===== src/rtl/ecache_ctl_pkg.sv =====
// Shared definitions for the cache control block: register offsets,
// control-word bit positions and the control state type.
// Assumes byte offsets decoded on a 12-bit address.
package ecache_ctl_pkg;

    localparam int unsigned OFS_W = 12;

    localparam logic [OFS_W-1:0] OFS_IDENT = 12'h000;
    localparam logic [OFS_W-1:0] OFS_SIZES = 12'h004;
    localparam logic [OFS_W-1:0] OFS_CTRL  = 12'h100;
    localparam logic [OFS_W-1:0] OFS_INVAL = 12'h700;

    localparam int unsigned BIT_EN    = 0;
    localparam int unsigned BIT_WALOC = 1;
    localparam int unsigned BIT_CWFD  = 2;
    localparam int unsigned BIT_RDY   = 16;

    typedef struct packed {
        logic cwf_dis;
        logic wr_alloc;
        logic enable;
    } ctrl_t;

endpackage


===== src/rtl/ecache_ctl_regs.sv =====
// Control register holder. Loads the enable and policy bits on a write to
// the control offset and leaves them alone otherwise.
// Assumes the decoder supplies a one-cycle write pulse.
module ecache_ctl_regs
    import ecache_ctl_pkg::*;
(
    input  logic  clk,
    input  logic  rst_n,
    input  logic  ctrl_we,
    input  logic  wd_en,
    input  logic  wd_waloc,
    input  logic  wd_cwfd,
    output ctrl_t ctrl_q
);

    // Hold the control bits; clear them in reset.
    always_ff @(posedge clk) begin
        if (!rst_n) begin
            ctrl_q <= '0;
        end else if (ctrl_we) begin
            ctrl_q.enable   <= wd_en;
            ctrl_q.wr_alloc <= wd_waloc;
            ctrl_q.cwf_dis  <= wd_cwfd;
        end
    end

endmodule


===== src/rtl/ecache_ctl_sweep.sv =====
// Invalidate sequencer. Walks a line index from 0 to NUM_LINES-1, one per
// cycle, raising a clear strobe with each index. A start request restarts
// the walk at 0. Reset begins a walk by itself.
// Assumes NUM_LINES >= 2.
module ecache_ctl_sweep #(
    parameter int unsigned NUM_LINES = 64,
    localparam int unsigned IDX_W    = $clog2(NUM_LINES)
) (
    input  logic             clk,
    input  logic             rst_n,
    input  logic             start,
    output logic             busy,
    output logic [IDX_W-1:0] idx
);

    localparam logic [IDX_W-1:0] LAST_IDX = IDX_W'(NUM_LINES - 1);

    // Advance, restart or finish the walk.
    always_ff @(posedge clk) begin
        if (!rst_n) begin
            busy <= 1'b1;
            idx  <= '0;
        end else if (start) begin
            busy <= 1'b1;
            idx  <= '0;
        end else if (busy) begin
            if (idx == LAST_IDX) begin
                busy <= 1'b0;
                idx  <= '0;
            end else begin
                idx  <= idx + IDX_W'(1);
            end
        end
    end

endmodule


===== src/rtl/ecache_ctl_rdmux.sv =====
// Read path. Selects the word for the addressed offset and registers it
// when a read strobe is seen. Unmapped and write-only offsets read as zero.
// Assumes the identity fields fit their widths.
module ecache_ctl_rdmux
    import ecache_ctl_pkg::*;
#(
    parameter logic [5:0]  REL_NUM    = 6'h01,
    parameter logic [3:0]  PART_NUM   = 4'h3,
    parameter logic [5:0]  CACHE_ID   = 6'h2A,
    parameter logic [15:0] CACHE_SIZE = 16'h0010,
    parameter logic [15:0] MEM_SIZE   = 16'h0400
) (
    input  logic             clk,
    input  logic             rst_n,
    input  logic             rd_en,
    input  logic [OFS_W-1:0] addr,
    input  ctrl_t            ctrl_q,
    input  logic             ready,
    output logic [31:0]      rdata
);

    localparam logic [31:0] IDENT_WORD = {16'h0, CACHE_ID, PART_NUM, REL_NUM};
    localparam logic [31:0] SIZES_WORD = {MEM_SIZE, CACHE_SIZE};

    logic [31:0] sel_word;

    // Pick the word for the current offset.
    always_comb begin
        sel_word = '0;
        unique case (addr)
            OFS_IDENT: sel_word = IDENT_WORD;
            OFS_SIZES: sel_word = SIZES_WORD;
            OFS_CTRL: begin
                sel_word[BIT_EN]    = ctrl_q.enable;
                sel_word[BIT_WALOC] = ctrl_q.wr_alloc;
                sel_word[BIT_CWFD]  = ctrl_q.cwf_dis;
                sel_word[BIT_RDY]   = ready;
            end
            default: sel_word = '0;
        endcase
    end

    // Capture the selected word on a read strobe.
    always_ff @(posedge clk) begin
        if (!rst_n) begin
            rdata <= '0;
        end else if (rd_en) begin
            rdata <= sel_word;
        end
    end

endmodule


===== src/rtl/ecache_ctl.sv =====
// Top of the cache control block. Decodes the register port, keeps the
// control bits, runs the invalidate sweep and drives bypass.
// Assumes a write and a read never share a cycle.
module ecache_ctl
    import ecache_ctl_pkg::*;
#(
    parameter int unsigned NUM_LINES  = 64,
    parameter logic [5:0]  REL_NUM    = 6'h01,
    parameter logic [3:0]  PART_NUM   = 4'h3,
    parameter logic [5:0]  CACHE_ID   = 6'h2A,
    parameter logic [15:0] CACHE_SIZE = 16'h0010,
    parameter logic [15:0] MEM_SIZE   = 16'h0400,
    localparam int unsigned ADDR_W    = OFS_W,
    localparam int unsigned IDX_W     = $clog2(NUM_LINES)
) (
    input  logic              clk,
    input  logic              rst_n,
    input  logic              bus_wr_en,
    input  logic              bus_rd_en,
    input  logic [ADDR_W-1:0] bus_addr,
    input  logic [31:0]       bus_wdata,
    output logic [31:0]       bus_rdata,
    output logic              cache_en,
    output logic              wr_alloc_en,
    output logic              cwf_dis,
    output logic              bypass,
    output logic              vclr_stb,
    output logic [IDX_W-1:0]  vclr_idx
);

    ctrl_t ctrl_q;
    logic  ctrl_we;
    logic  inval_we;
    logic  sweep_busy;
    logic  unused_wdata_hi;

    // Write decode: only the control and invalidate offsets accept writes.
    always_comb begin
        ctrl_we  = bus_wr_en && (bus_addr == OFS_CTRL);
        inval_we = bus_wr_en && (bus_addr == OFS_INVAL);
    end

    assign unused_wdata_hi = ^bus_wdata[31:3];

    ecache_ctl_regs u_regs (
        .clk      (clk),
        .rst_n    (rst_n),
        .ctrl_we  (ctrl_we),
        .wd_en    (bus_wdata[BIT_EN]),
        .wd_waloc (bus_wdata[BIT_WALOC]),
        .wd_cwfd  (bus_wdata[BIT_CWFD]),
        .ctrl_q   (ctrl_q)
    );

    ecache_ctl_sweep #(
        .NUM_LINES (NUM_LINES)
    ) u_sweep (
        .clk   (clk),
        .rst_n (rst_n),
        .start (inval_we),
        .busy  (sweep_busy),
        .idx   (vclr_idx)
    );

    ecache_ctl_rdmux #(
        .REL_NUM    (REL_NUM),
        .PART_NUM   (PART_NUM),
        .CACHE_ID   (CACHE_ID),
        .CACHE_SIZE (CACHE_SIZE),
        .MEM_SIZE   (MEM_SIZE)
    ) u_rdmux (
        .clk    (clk),
        .rst_n  (rst_n),
        .rd_en  (bus_rd_en),
        .addr   (bus_addr),
        .ctrl_q (ctrl_q),
        .ready  (!sweep_busy),
        .rdata  (bus_rdata)
    );

    // Outputs toward the cache datapath.
    always_comb begin
        cache_en    = ctrl_q.enable;
        wr_alloc_en = ctrl_q.wr_alloc;
        cwf_dis     = ctrl_q.cwf_dis;
        vclr_stb    = sweep_busy;
        bypass      = !ctrl_q.enable || sweep_busy;
    end

endmodule


===== config.mk =====
export PLATFORM = sky130hd
export DESIGN_NAME = ecache_ctl
export DESIGN_NICKNAME = d
export VERILOG_FILES = /design/src/rtl/ecache_ctl_pkg.sv /design/src/rtl/ecache_ctl_regs.sv /design/src/rtl/ecache_ctl_sweep.sv /design/src/rtl/ecache_ctl_rdmux.sv /design/src/rtl/ecache_ctl.sv
export SDC_FILE = /design/constraint.sdc
export NUM_CORES = 1
export LEC_CHECK = 0
export ABC_AREA = 1
export BUFFER_PORTS_ARGS = -buffer_cell sky130_fd_sc_hd__clkbuf_2
export CORE_MARGIN = 2
export CORE_UTILIZATION = 40
export DETAILED_ROUTE_END_ITERATION = 10
export PLACE_DENSITY = 0.92
export SYNTH_ARGS = -nofsm -noshare
export SYNTH_HDL_FRONTEND = slang
export SYNTH_SLANG_ARGS = --single-unit

===== constraint.sdc =====
create_clock -name clk -period 3.5 [get_ports clk]
set_clock_uncertainty 0.15 [all_clocks]
set_input_delay 0.35 -clock clk [delete_from_list [all_inputs] [get_ports clk]]
set_output_delay 0.35 -clock clk [all_outputs]
set_load 0.01 [all_outputs]

==> metrics.md, run 1 <==
| Metric | Value |
|---|---|
| Status | finished, final reports clean |
| Post-CTS Setup Bufs | 0 |
| Clock Path Buffers | 2 |
| FF+latch area | 340.3 um2 |
| First-pass GRT wire length | 2.835 mm |
| Critical path capture point type | output pin |
| Worst-skew pair later-pin latency | 0.28 ns |
| Share of cells above drive strength 1 | 0.2796 |
| Largest net degree at the start of global routing | 12 |
| CP cell instances | inv_2 > nand2_1 > clkbuf_2 |
| Hold Crit Class | primary input to register |
| Distinct cells, synth | 21 |
| Via-to-Cell Ratio | 4.343 |
| CP bufs+invs | 2 |
| Worst path max stage delay | 0.47 ns |
| Critical path's slowest cell | dfxtp_1 |
| Dpl ws | 1.726 ns |
| Die Span X | 54.83 um |
| Post-CTS resize count | 0 |
| Post-placement cell count | 212 |
| Synth top area cells | dfxtp_1 (33%), buf_4 (18%), nand2_1 (11%) |
| Post-synth ARST share | 0 |
| Syn avg cell area | 6.983 um2 |
| P&R area growth vs syn | 13.56% |
| Flop-to-flop setup slack | 2.11 ns |
| # IOs | 91 |
| Gate Count Post-Synth | 148 |
| Sequential fraction of the synthesis area | 0.3293 |
| Worst IR drop on VDD | 184.1 uV |
| Die area | 3006 um2 |
| Clock transition at path regs | 0.10 ns |
| Hpwl dp | 1.576 mm |
| Mapped Area | 1033 um2 |
| Sum Neg Setup Slack | 0 ns |
| Post-synth EDFFs | 0 |
| Core region area | 2455 um2 |
| Arr. time, crit path | 1.06 ns |
| Hold Fails Final Rpt | 0 |
| Final worst path period need | 1.563 ns |
| Global route total overflow | 0 |
| H-tree lvl count | 1 |
| DR iter-0 viols | 3 |
| YS warnings | 0 |
| Routability Congestion | 0.6972 |
| Max Clock Freq | 639.7 MHz |
| Initial Util | 0.4210 |
| Synth area leader | dfxtp_1 |
| Most used DFF post-synth | dfxtp_1 |
| Global-route usage over all layers | 0.1313 |
| Hold bufs inserted after CTS | 0 |
| Antenna viol nets, final | 0 |
| Row count | 18 |
| Footprint of the multi-input gates | 505.5 um2 |
| Max-slew violation count | 0 |
| Root buffer cell | clkbuf_4 |
| DR DRC count | 0 |
| Kind of critical path | register to output pin |
| Total Nets Final | 236 |
| Crit-path max FO | 7 |
| CP top delay family | flip-flops |
| Vias | 938 |
| Die H | 54.83 um |
| Num CTS Buffers | 3 |
| Synth top area share | 0.3293 |
| Post-layout utilization of the core | 0.4781 |
| Pwr/cell area | 298.9 nW/um2 |
| Finished Layout Cells | 216 |
| RSZ-0062 raised after global routing | false |
| CTS tree | built |
| Top-count cell post-synth | nand2_1 |
| Flops & latches, synth | 17 |
| FILL cells | 269 |
| Vias in the first global route | 717 |
| Startpoint Class | register |
| Worst EP required | 3.00 ns |
| Maxcap violations | 0 |
| Routed length per instance | 8.810 um |
| I/O Buffers | 40 |
| 1st-pass router iterations | 3 |
| Final worst slack | 1.937 ns |
| Routed WL | 1.903 mm |
| Final setup fails | 0 |
| Post-synth top cells | nand2_1 (31), buf_4 (25), dfxtp_1 (17) |
| Initial antenna violation count | 0 |
| Final period util | 0.4466 |
| Leakage | 0.5852 nW |
| Diode count | 0 |
| Sink Count | 17 |
==> metrics by stage <==
step / cell area (um2) / power (mW) / hold slack, ns
after floorplan: 1109 / 0.2484 / 0.2856
after global placement: 1147 / 0.2487 / 0.3035
after detailed placement: 1147 / 0.2498 / 0.3087
after CTS: 1174 / 0.3558 / 0.1709
after global routing: 1174 / 0.3703 / 0.1843
final: 1174 / 0.3508 / 0.1795
==> power breakdown <==
part / internal (mW) / total (mW) / switching [mW] / leakage [nW]
clock: 0.0442 / 0.105 / 0.0607 / 0.0150
combinational: 0.0161 / 0.0464 / 0.0303 / 0.433
sequential: 0.196 / 0.199 / 0.00316 / 0.138
==> sequential cells by signal, summed over array words and instances (netlist names) <==
name and cells:
u_rdmux.rdata 7, u_regs.ctrl_q 3, u_sweep.busy 1, u_sweep.idx 6
==> layout by cell type (no fill, tap or decap) <==
master / synthesis / layout
o21a_1: 1 / 1
xnor2_1: 1 / 1
clkbuf_4: 0 / 3
or2_0: 1 / 1
nor2_1: 16 / 16
dfxtp_1: 17 / 17
nor3_1: 1 / 1
conb_1: 1 / 21
nand3_1: 10 / 10
nand3b_1: 1 / 1
o21ai_0: 1 / 1
inv_1: 16 / 16
nand3_4: 1 / 1
xor2_1: 2 / 2
clkbuf_2: 0 / 40
a21oi_1: 10 / 10
nand2_1: 31 / 31
clkbuf_1: 0 / 1
nor2_2: 7 / 7
inv_2: 1 / 1
nand4_1: 3 / 3
ha_1: 1 / 1
==> logic make-up after synthesis <==
group | synth area share
AOI/OAI and AO/OA | 0.06053
xor gates and xnor gates | 0.02543
adders and majority gates | 0.01210
buffers and inverters | 0.2542
DFF | 0.3293
other | 0.003628
and+or+nand+nor | 0.3148
==> worst paths after layout <==
| kind | startpoint | end | depth (start not counted) |
|---|---|---|---|
| setup reg to reg | u_sweep.idx[0]$_SDFFE_PP0P_ | u_sweep.idx[0]$_SDFFE_PP0P_ | 5 |
| hold / removal | rst_n | u_sweep.busy$_SDFF_PP1_ | 2 |
| setup / recovery | u_sweep.busy$_SDFF_PP1_ | bypass | 3 |
| hold reg to reg | u_rdmux.rdata[4]$_SDFFE_PN0P_ | u_rdmux.rdata[4]$_SDFFE_PN0P_ | 2 |
==> layout make-up <==
class	count	area share
multi-input combinational	108	0.4307
sequential	17	0.2900
timing repair buffer	40	0.1706
inverter	17	0.05437
tap	30	0.03198
clock buffer	4	0.02239
==> per-layer routing <==
metal	wire [um]	vias to the layer above	GRT usage
met2	954	29	0.2341
met1	796	415	0.1478
met3	139	2	0.04098
met4	13	0	0.03750
met5	0	-	0
li1	-	492	-
Power figures use the tool's default switching activity.
==> run 2, diff against run 1 <==
--- a/config.mk
+++ b/config.mk
@@ -5,12 +5,12 @@
 export SDC_FILE = /design/constraint.sdc
 export NUM_CORES = 1
 export LEC_CHECK = 0
-export ABC_AREA = 1
+export ABC_AREA = 0
 export BUFFER_PORTS_ARGS = -buffer_cell sky130_fd_sc_hd__clkbuf_2
 export CORE_MARGIN = 2
-export CORE_UTILIZATION = 40
+export CORE_UTILIZATION = 33
 export DETAILED_ROUTE_END_ITERATION = 10
-export PLACE_DENSITY = 0.92
+export PLACE_DENSITY = 0.83
 export SYNTH_ARGS = -nofsm -noshare
 export SYNTH_HDL_FRONTEND = slang
 export SYNTH_SLANG_ARGS = --single-unit
==> constraint.sdc (replaced) <==
create_clock -name clk -period 1.43 [get_ports clk]
set_clock_uncertainty 0.15 [all_clocks]
set_input_delay 0.143 -clock clk [delete_from_list [all_inputs] [get_ports clk]]
set_output_delay 0.143 -clock clk [all_outputs]
set_load 0.01 [all_outputs]
==> metrics.md, run 2 <==
| Metric | Value |
|---|---|
| Vias | 928 (-1.1%) |
| Global-route usage over all layers | 0.1293 (-0.001940) |
| Flops & latches, synth | 17 (unchanged) |
| Top reg by flops | u_rdmux.rdata |
| Reg-to-Reg End | u_sweep.idx[3]$_SDFFE_PP0P_ |
| 1st-pass router iterations | 4 (+1) |
| CTS tree | built |
| Part of the power in registers | 0.532 (-0.036) |
| DR iter-0 viols | 30 (+27) |
| Most used DFF post-synth | dfxtp_1 |
| CP cell instances | buf_6 > inv_2 > nand2_1 > clkbuf_2 |
| H-tree lvl count | 1 (unchanged) |
| Worst-skew pair later-pin latency | 0.31 ns (+0.03 ns) |
| Post-synth EDFFs | 0 (unchanged) |
| # IOs | 91 (unchanged) |
| Sink Count | 17 (unchanged) |
| Synth area leader | dfxtp_1 |
| WHS Path Cells | 3 (+1) |
| Rel. slew slack | 0.6628 |
| Largest net degree at the start of global routing | 12 (unchanged) |
| Startpoint Class | register |
| Share of cells above drive strength 1 | 0.3735 (+0.09392) |
| Critical path capture point type | output pin |
| Die H | 59.08 um (+7.7%) |
| Post-CTS Setup Bufs | 0 (unchanged) |
| Final period util | 0.9327 |
| Post-synth top cells | buf_4 (25), dfxtp_1 (17), nand2_1 (17) |
| Arr. time, crit path | 1.04 ns (-0.02 ns) |
| Switching portion of total power | 0.2884 (+0.01986) |
| Final worst path period need | 1.334 ns |
| Die area | 3490 um2 (+16%) |
| Worst IR drop on VDD | 368.0 uV (+100%) |
| Worst EP required | 1.14 ns (-1.86 ns) |
| Core region area | 2829 um2 (+15%) |
| Distinct cells, synth | 29 (+38%) |
| Vias in the first global route | 794 (+11%) |
| Synth top area cells | dfxtp_1 (34%), buf_4 (19%), nand2_1 (6.4%) |
| FF-to-FF path depth | 4 (-1) |
| Initial Util | 0.3538 (-0.06717) |
| Die Span X | 59.08 um (+7.7%) |
| Max-slew violation count | 0 (unchanged) |
| I/O Buffers | 40 (unchanged) |
| Hold Fails Final Rpt | 0 (unchanged) |
| Mapped Area | 1001 um2 (-3.1%) |
| Gate Count Post-Synth | 116 (-22%) |
| RSZ-0062 raised after global routing | false |
| Syn avg cell area | 8.629 um2 (+24%) |
| Global route total overflow | 0 (unchanged) |
| P&R area growth vs syn | 26.88% |
| Initial antenna violation count | 0 (unchanged) |
| Hold Crit Class | primary input to register |
| Regs by FF count | u_rdmux.rdata (7), u_sweep.idx (6), u_regs.ctrl_q (3) |
| Worst Tran Pin Value | 0.5048 ns |
| Root buffer cell | clkbuf_4 |
| Most common cell after layout, fill and taps aside | clkbuf_2 |
| Top-count cell post-synth | buf_4 |
| Hpwl dp | 1.698 mm (+7.7%) |
| Crit-path max FO | 8 (+1) |
| Most frequent cells in the layout | clkbuf_2 (40), conb_1 (21), nand2_1 (17) |
| Final setup fails | 0 (unchanged) |
| Leakage | 0.6172 nW (+5.5%) |
| Gate power share | 0.167 (+0.035) |
| Row count | 19 (+1) |
| YS warnings | 0 (unchanged) |
| Switching power of the nets | 265.4 uW (+180%) |
| Status | finished, final reports clean |
| Clock transition at path regs | 0.12 ns (+0.02 ns) |
| Clock Path Buffers | 2 (unchanged) |
| Routed WL | 2.193 mm (+15%) |
| Routed length per instance | 11.13 um (+26%) |
| Antenna viol nets, final | 0 (unchanged) |
| Max Clock Freq | 749.8 MHz |
| Diode count | 0 (unchanged) |
| Num CTS Buffers | 3 (unchanged) |
| Total Nets Final | 216 (-8.5%) |
| Max reg flops | 7 (unchanged) |
| Pwr/cell area | 724.8 nW/um2 (+140%) |
| CP top delay family | flip-flops |
| Flop-to-flop setup slack | 0.14 ns (-1.97 ns) |
| Sum Neg Setup Slack | 0 ns (unchanged) |
| Synth top area share | 0.3400 (+0.01070) |
| Clock network power share | 0.302 (+0.003) |
| DR DRC count | 0 (unchanged) |
| Worst path max stage delay | 0.35 ns (-0.12 ns) |
| Sequential fraction of the synthesis area | 0.3400 (+0.01070) |
| Post-layout utilization of the core | 0.4489 (-0.02917) |
| Post-synth ARST share | 0 (unchanged) |
| Critical path's slowest cell | dfxtp_2 |
| Int Power | 655.0 uW (+160%) |
| First-pass GRT wire length | 3.367 mm (+19%) |
| Hold EP | u_rdmux.rdata[0]$_SDFFE_PN0P_ |
| Worst R2R Start | u_sweep.idx[1]$_SDFFE_PP0P_ |
| Via-to-Cell Ratio | 4.711 (+8.5%) |
| Kind of critical path | register to output pin |
| CP bufs+invs | 3 (+1) |
| Routability Congestion | 0.8512 (+22%) |
| Hold Crit Start | rst_n |
| Maxcap violations | 0 (unchanged) |
-- run 2: changes by cell type in the layout (fill, tap and decap cells not counted), sizes merged, moves of 4 or more --
cell         delta
buf            +11
o21ai           +4
nor2           -19
nand2          -14
inv            -15
mux2i           +4
a21oi           -6
dlygate4sd3     +4
nand3          -10
-- run 2: worst min-delay path: cells and delay by family --
kind                   cells  cell delay [ns]
buffers and inverters      1             0.12
AND/OR/NAND/NOR            1             0.09
AO/OA/AOI/OAI              1             0.07
-- run 2: layout make-up --
type	instances	area, um2
Multi-Input combinational cell	88	525.5
Timing Repair Buffer	55	326.6
Clock inverter	1	7.507
Fill cell	280	1559
Clock buffer	3	22.52
Sequential cell	17	341.6
Tap cell	31	38.79
Inverter	2	7.507
-- run 2: per-layer routing --
layer,vias to the layer above,track usage,part of all wire
met5,-,0,0
met4,0,0.04870,0.014
met3,5,0.04585,0.064
met2,33,0.2302,0.51
met1,427,0.1396,0.41
li1,463,-,-
-- run 2: cell families (layout without fill, tap and decap cells) --
logic type,count (synthesis),count (layout),synth area share
AND/OR/NAND/NOR,45,45,0.2612
other,1,21,0.003746
AO/OA/AOI/OAI,15,15,0.1150
multiplexers,4,4,0.04000
buffers and inverters,31,61,0.2100
flip-flops,17,17,0.3400
adder cells (fa/ha/maj),1,1,0.01250
XOR/XNOR,2,2,0.01750
-- run 2: power groups by stage --
stage	clock, mW	sequential (mW)	combinational (mW)
floorplan	0	0.505	0.114
global placement	0	0.499	0.140
detailed placement	0	0.500	0.142
CTS	0.281	0.489	0.151
global route	0.301	0.491	0.170
finish	0.278	0.489	0.154
-- run 2: worst max-delay path by stage --
stage | startpoint | depth (start not counted) | endpoint
floorplan | bus_addr[5] | 3 | u_sweep.busy$_SDFF_PP1_
global placement | bus_addr[5] | 5 | u_sweep.idx[3]$_SDFFE_PP0P_
detailed placement | bus_addr[5] | 5 | u_sweep.idx[5]$_SDFFE_PP0P_
CTS | u_sweep.busy$_SDFF_PP1_ | 4 | bypass
global route | u_sweep.idx[1]$_SDFFE_PP0P_ | 4 | u_sweep.busy$_SDFF_PP1_
finish | u_sweep.busy$_SDFF_PP1_ | 4 | bypass
-- run 2: per-stage QoR --
step                      hold slack (ns)  std cells  setup WS (ns)  total power [mW]  cell area, um2
after global placement             0.2287        189        -0.1941            0.6396            1195
final                             0.01818        197        0.09622            0.9205            1270
after floorplan                    0.1048        136       -0.05352            0.6194            1076
after global routing              0.03596        197        0.01670            0.9621            1270
after detailed placement           0.2335        189        -0.2132            0.6416            1195
after CTS                         0.01721        197        0.01392            0.9217            1265
-- run 2: repair_timing --
| action | CTS | global route |
|---|---|---|
| hold endpoints to repair | 4 | 0 |
| resized for setup | 0 | 3 |
| hold buffers | 4 | 0 |
| endpoints found under the setup margin | 0 | 1 |
==> run 3, diff against run 2 <==
==> constraint.sdc (replaced) <==
create_clock -name clk -period 1.1 [get_ports clk]
set_clock_uncertainty 0.15 [all_clocks]
set_input_delay 0.11 -clock clk [delete_from_list [all_inputs] [get_ports clk]]
set_output_delay 0.11 -clock clk [all_outputs]
set_load 0.01 [all_outputs]
==> metrics.md, run 3 (synthesized netlist as in run 2, its figures left out) <==
| Metric | Value |
|---|---|
| Root buffer cell | clkbuf_4 |
| Final period util | 1.219 |
| RSZ-0062 raised after global routing | true |
| Worst R2R Start | u_sweep.idx[3]$_SDFFE_PP0P_ |
| CTS tree | built |
| Final Hold Slack | 0.06477 ns (+0.04659 ns) |
| Num CTS Buffers | 3 (unchanged) |
| Worst IR drop on VDD | 300.9 uV (-18%) |
| Design Area, Final | 1579 um2 (+24%) |
| Final setup fails | 17 (+17) |
| Worst-skew pair later-pin latency | 0.28 ns (-0.03 ns) |
| Hold Crit Start | rst_n |
| 1st-pass router iterations | 4 (unchanged) |
| Die Span X | 59.08 um (unchanged) |
| Sink Count | 17 (unchanged) |
| Routed length per instance | 12.63 um (+13%) |
| CP most frequent cell | buf_6 |
| Antenna viol nets, final | 0 (unchanged) |
| Kind of critical path | primary input to register |
| Maxcap violations | 0 (unchanged) |
| Initial antenna violation count | 0 (unchanged) |
| Int Power | 914.2 uW (+40%) |
| Final worst path period need | 1.341 ns |
| Top reg by flops | u_rdmux.rdata |
| Initial Util | 0.3538 (unchanged) |
| Max-slew violation count | 0 (unchanged) |
| DR DRC count | 0 (unchanged) |
| Hpwl dp | 1.919 mm (+13%) |
| Vias in the first global route | 899 (+13%) |
| Dpl ws | -0.4996 ns (-0.2864 ns) |
| Clock Path Buffers | 2 (unchanged) |
| Post-placement cell count | 204 (+7.9%) |
| Finished Layout Cells | 220 (+12%) |
| Via-to-Cell Ratio | 4.768 (+1.2%) |
| Total Nets Final | 239 (+11%) |
| Pwr/cell area | 791.4 nW/um2 (+9.2%) |
| Critical path capture point type | register |
| Hold Fails Final Rpt | 0 (unchanged) |
| Status | complete, but fails checks |
| Routability Congestion | 0.8376 (-1.6%) |
| Post-layout utilization of the core | 0.5582 (+0.1092) |
| CP top delay family | simple AND/OR/NAND/NOR gates |
| Die area | 3490 um2 (unchanged) |
| Hold Crit Class | primary input to register |
| Failing checks | negative setup slack |
| Row count | 19 (unchanged) |
| Gate power share | 0.236 (+0.069) |
| DR iter-0 viols | 30 (unchanged) |
| Worst path max stage delay | 0.55 ns (+0.20 ns) |
| FILL cells | 249 (-11%) |
| Most common cell after layout, fill and taps aside | clkbuf_2 |
| Final worst slack | -0.2407 ns (-0.3370 ns) |
| P&R area growth vs syn | 57.75% |
| Switching power of the nets | 335.4 uW (+26%) |
| First-pass GRT wire length | 3.967 mm (+18%) |
| CP bufs+invs | 2 (-1) |
| H-tree lvl count | 1 (unchanged) |
| Share of cells above drive strength 1 | 0.5397 (+0.1662) |
| Crit-path max FO | 7 (-1) |
| Die H | 59.08 um (unchanged) |
| # IOs | 91 (unchanged) |
| Global-route usage over all layers | 0.1475 (+0.01822) |
| Startpoint Class | primary input |
| Diode count | 0 (unchanged) |
| Vias | 1049 (+13%) |
| Core region area | 2829 um2 (unchanged) |
| Switching portion of total power | 0.2684 (-0.01999) |
| Clock transition at path regs | 0.10 ns (-0.02 ns) |
| I/O Buffers | 40 (unchanged) |
| Global route total overflow | 0 (unchanged) |
| CP cell instances | buf_6 > or4_4 > o41ai_4 > buf_6 > nand2b_1 |
| Placed cell areas | 1338 um2 (+12%) |
| Part of the power in registers | 0.506 (-0.026) |
| Worst EP required | 1.17 ns (+0.03 ns) |
| Largest net degree at the start of global routing | 10 (-2) |
| Arr. time, crit path | 1.41 ns (+0.37 ns) |
| Max reg flops | 7 (unchanged) |
| Routed WL | 2.778 mm (+27%) |
| Critical path's slowest cell | or4_4 |
| CP startpoint | bus_addr[0] |
| Max Clock Freq | 745.9 MHz |
| Leakage | 0.7594 nW (+23%) |
| Clock network power share | 0.259 (-0.043) |
| Regs by FF count | u_rdmux.rdata (7), u_sweep.idx (6), u_regs.ctrl_q (3) |
| Most frequent cells in the layout | clkbuf_2 (33), buf_4 (26), conb_1 (21) |
==> run 3: routing by layer <==
layer,track usage,wire (um)
met4,0.06494,64
met3,0.01528,113
met2,0.2556,1398
met5,0,0
met1,0.1841,1201
==> run 3: what timing repair did <==
item | CTS | global route
setup buffers | 2 | 6
pin swaps | 0 | 2
endpoints found under the hold margin | 4 | 0
hold buffers | 4 | 0
endpoints found under the setup margin | 26 | 26
gates resized for setup | 15 | 29
==> run 3: worst min-delay path: stages <==
cell      delay (ns)
clkbuf_2        0.15
nand4_1         0.12
o21ai_0         0.07
==> run 3: area by class of cell <==
cell class | count | area (um2) | area share
multi-input cells | 88 | 576.8 | 0.3653
inverters | 2 | 10.01 | 0.006339
repair buffers | 78 | 569.3 | 0.3605
well taps | 31 | 38.79 | 0.02456
clock buffers | 4 | 26.28 | 0.01664
flip-flops and latches | 17 | 357.8 | 0.2266
==> run 3: worst paths after layout <==
kind	endpoint	slack, ns	cells after the start
worst max-delay path	u_sweep.busy$_SDFF_PP1_	-0.24	5
worst min-delay path	u_rdmux.rdata[15]$_SDFFE_PN0P_	0.06	3
worst max register to register	u_sweep.idx[5]$_SDFFE_PP0P_	-0.15	3
worst min register to register	u_rdmux.rdata[26]$_SDFFE_PN0P_	0.30	2
==> run 3: through the flow <==
step           total power, mW  TNS, ns
2_1_floorplan           0.8080   -3.189
3_3_place_gp            0.8860   -5.887
3_5_place_dp            0.8905   -6.313
4_1_cts                  1.231   -2.292
5_1_grt                  1.324   -2.980
6_report                 1.250   -2.452
==> run 3: power by group through the flow <==
stage / Sequential, mW / Clock (mW) / Combinational (mW)
2_1_floorplan: 0.656 / 0 / 0.152
3_3_place_gp: 0.648 / 0 / 0.238
3_5_place_dp: 0.648 / 0 / 0.243
4_1_cts: 0.637 / 0.330 / 0.264
5_1_grt: 0.634 / 0.372 / 0.318
6_report: 0.632 / 0.323 / 0.295
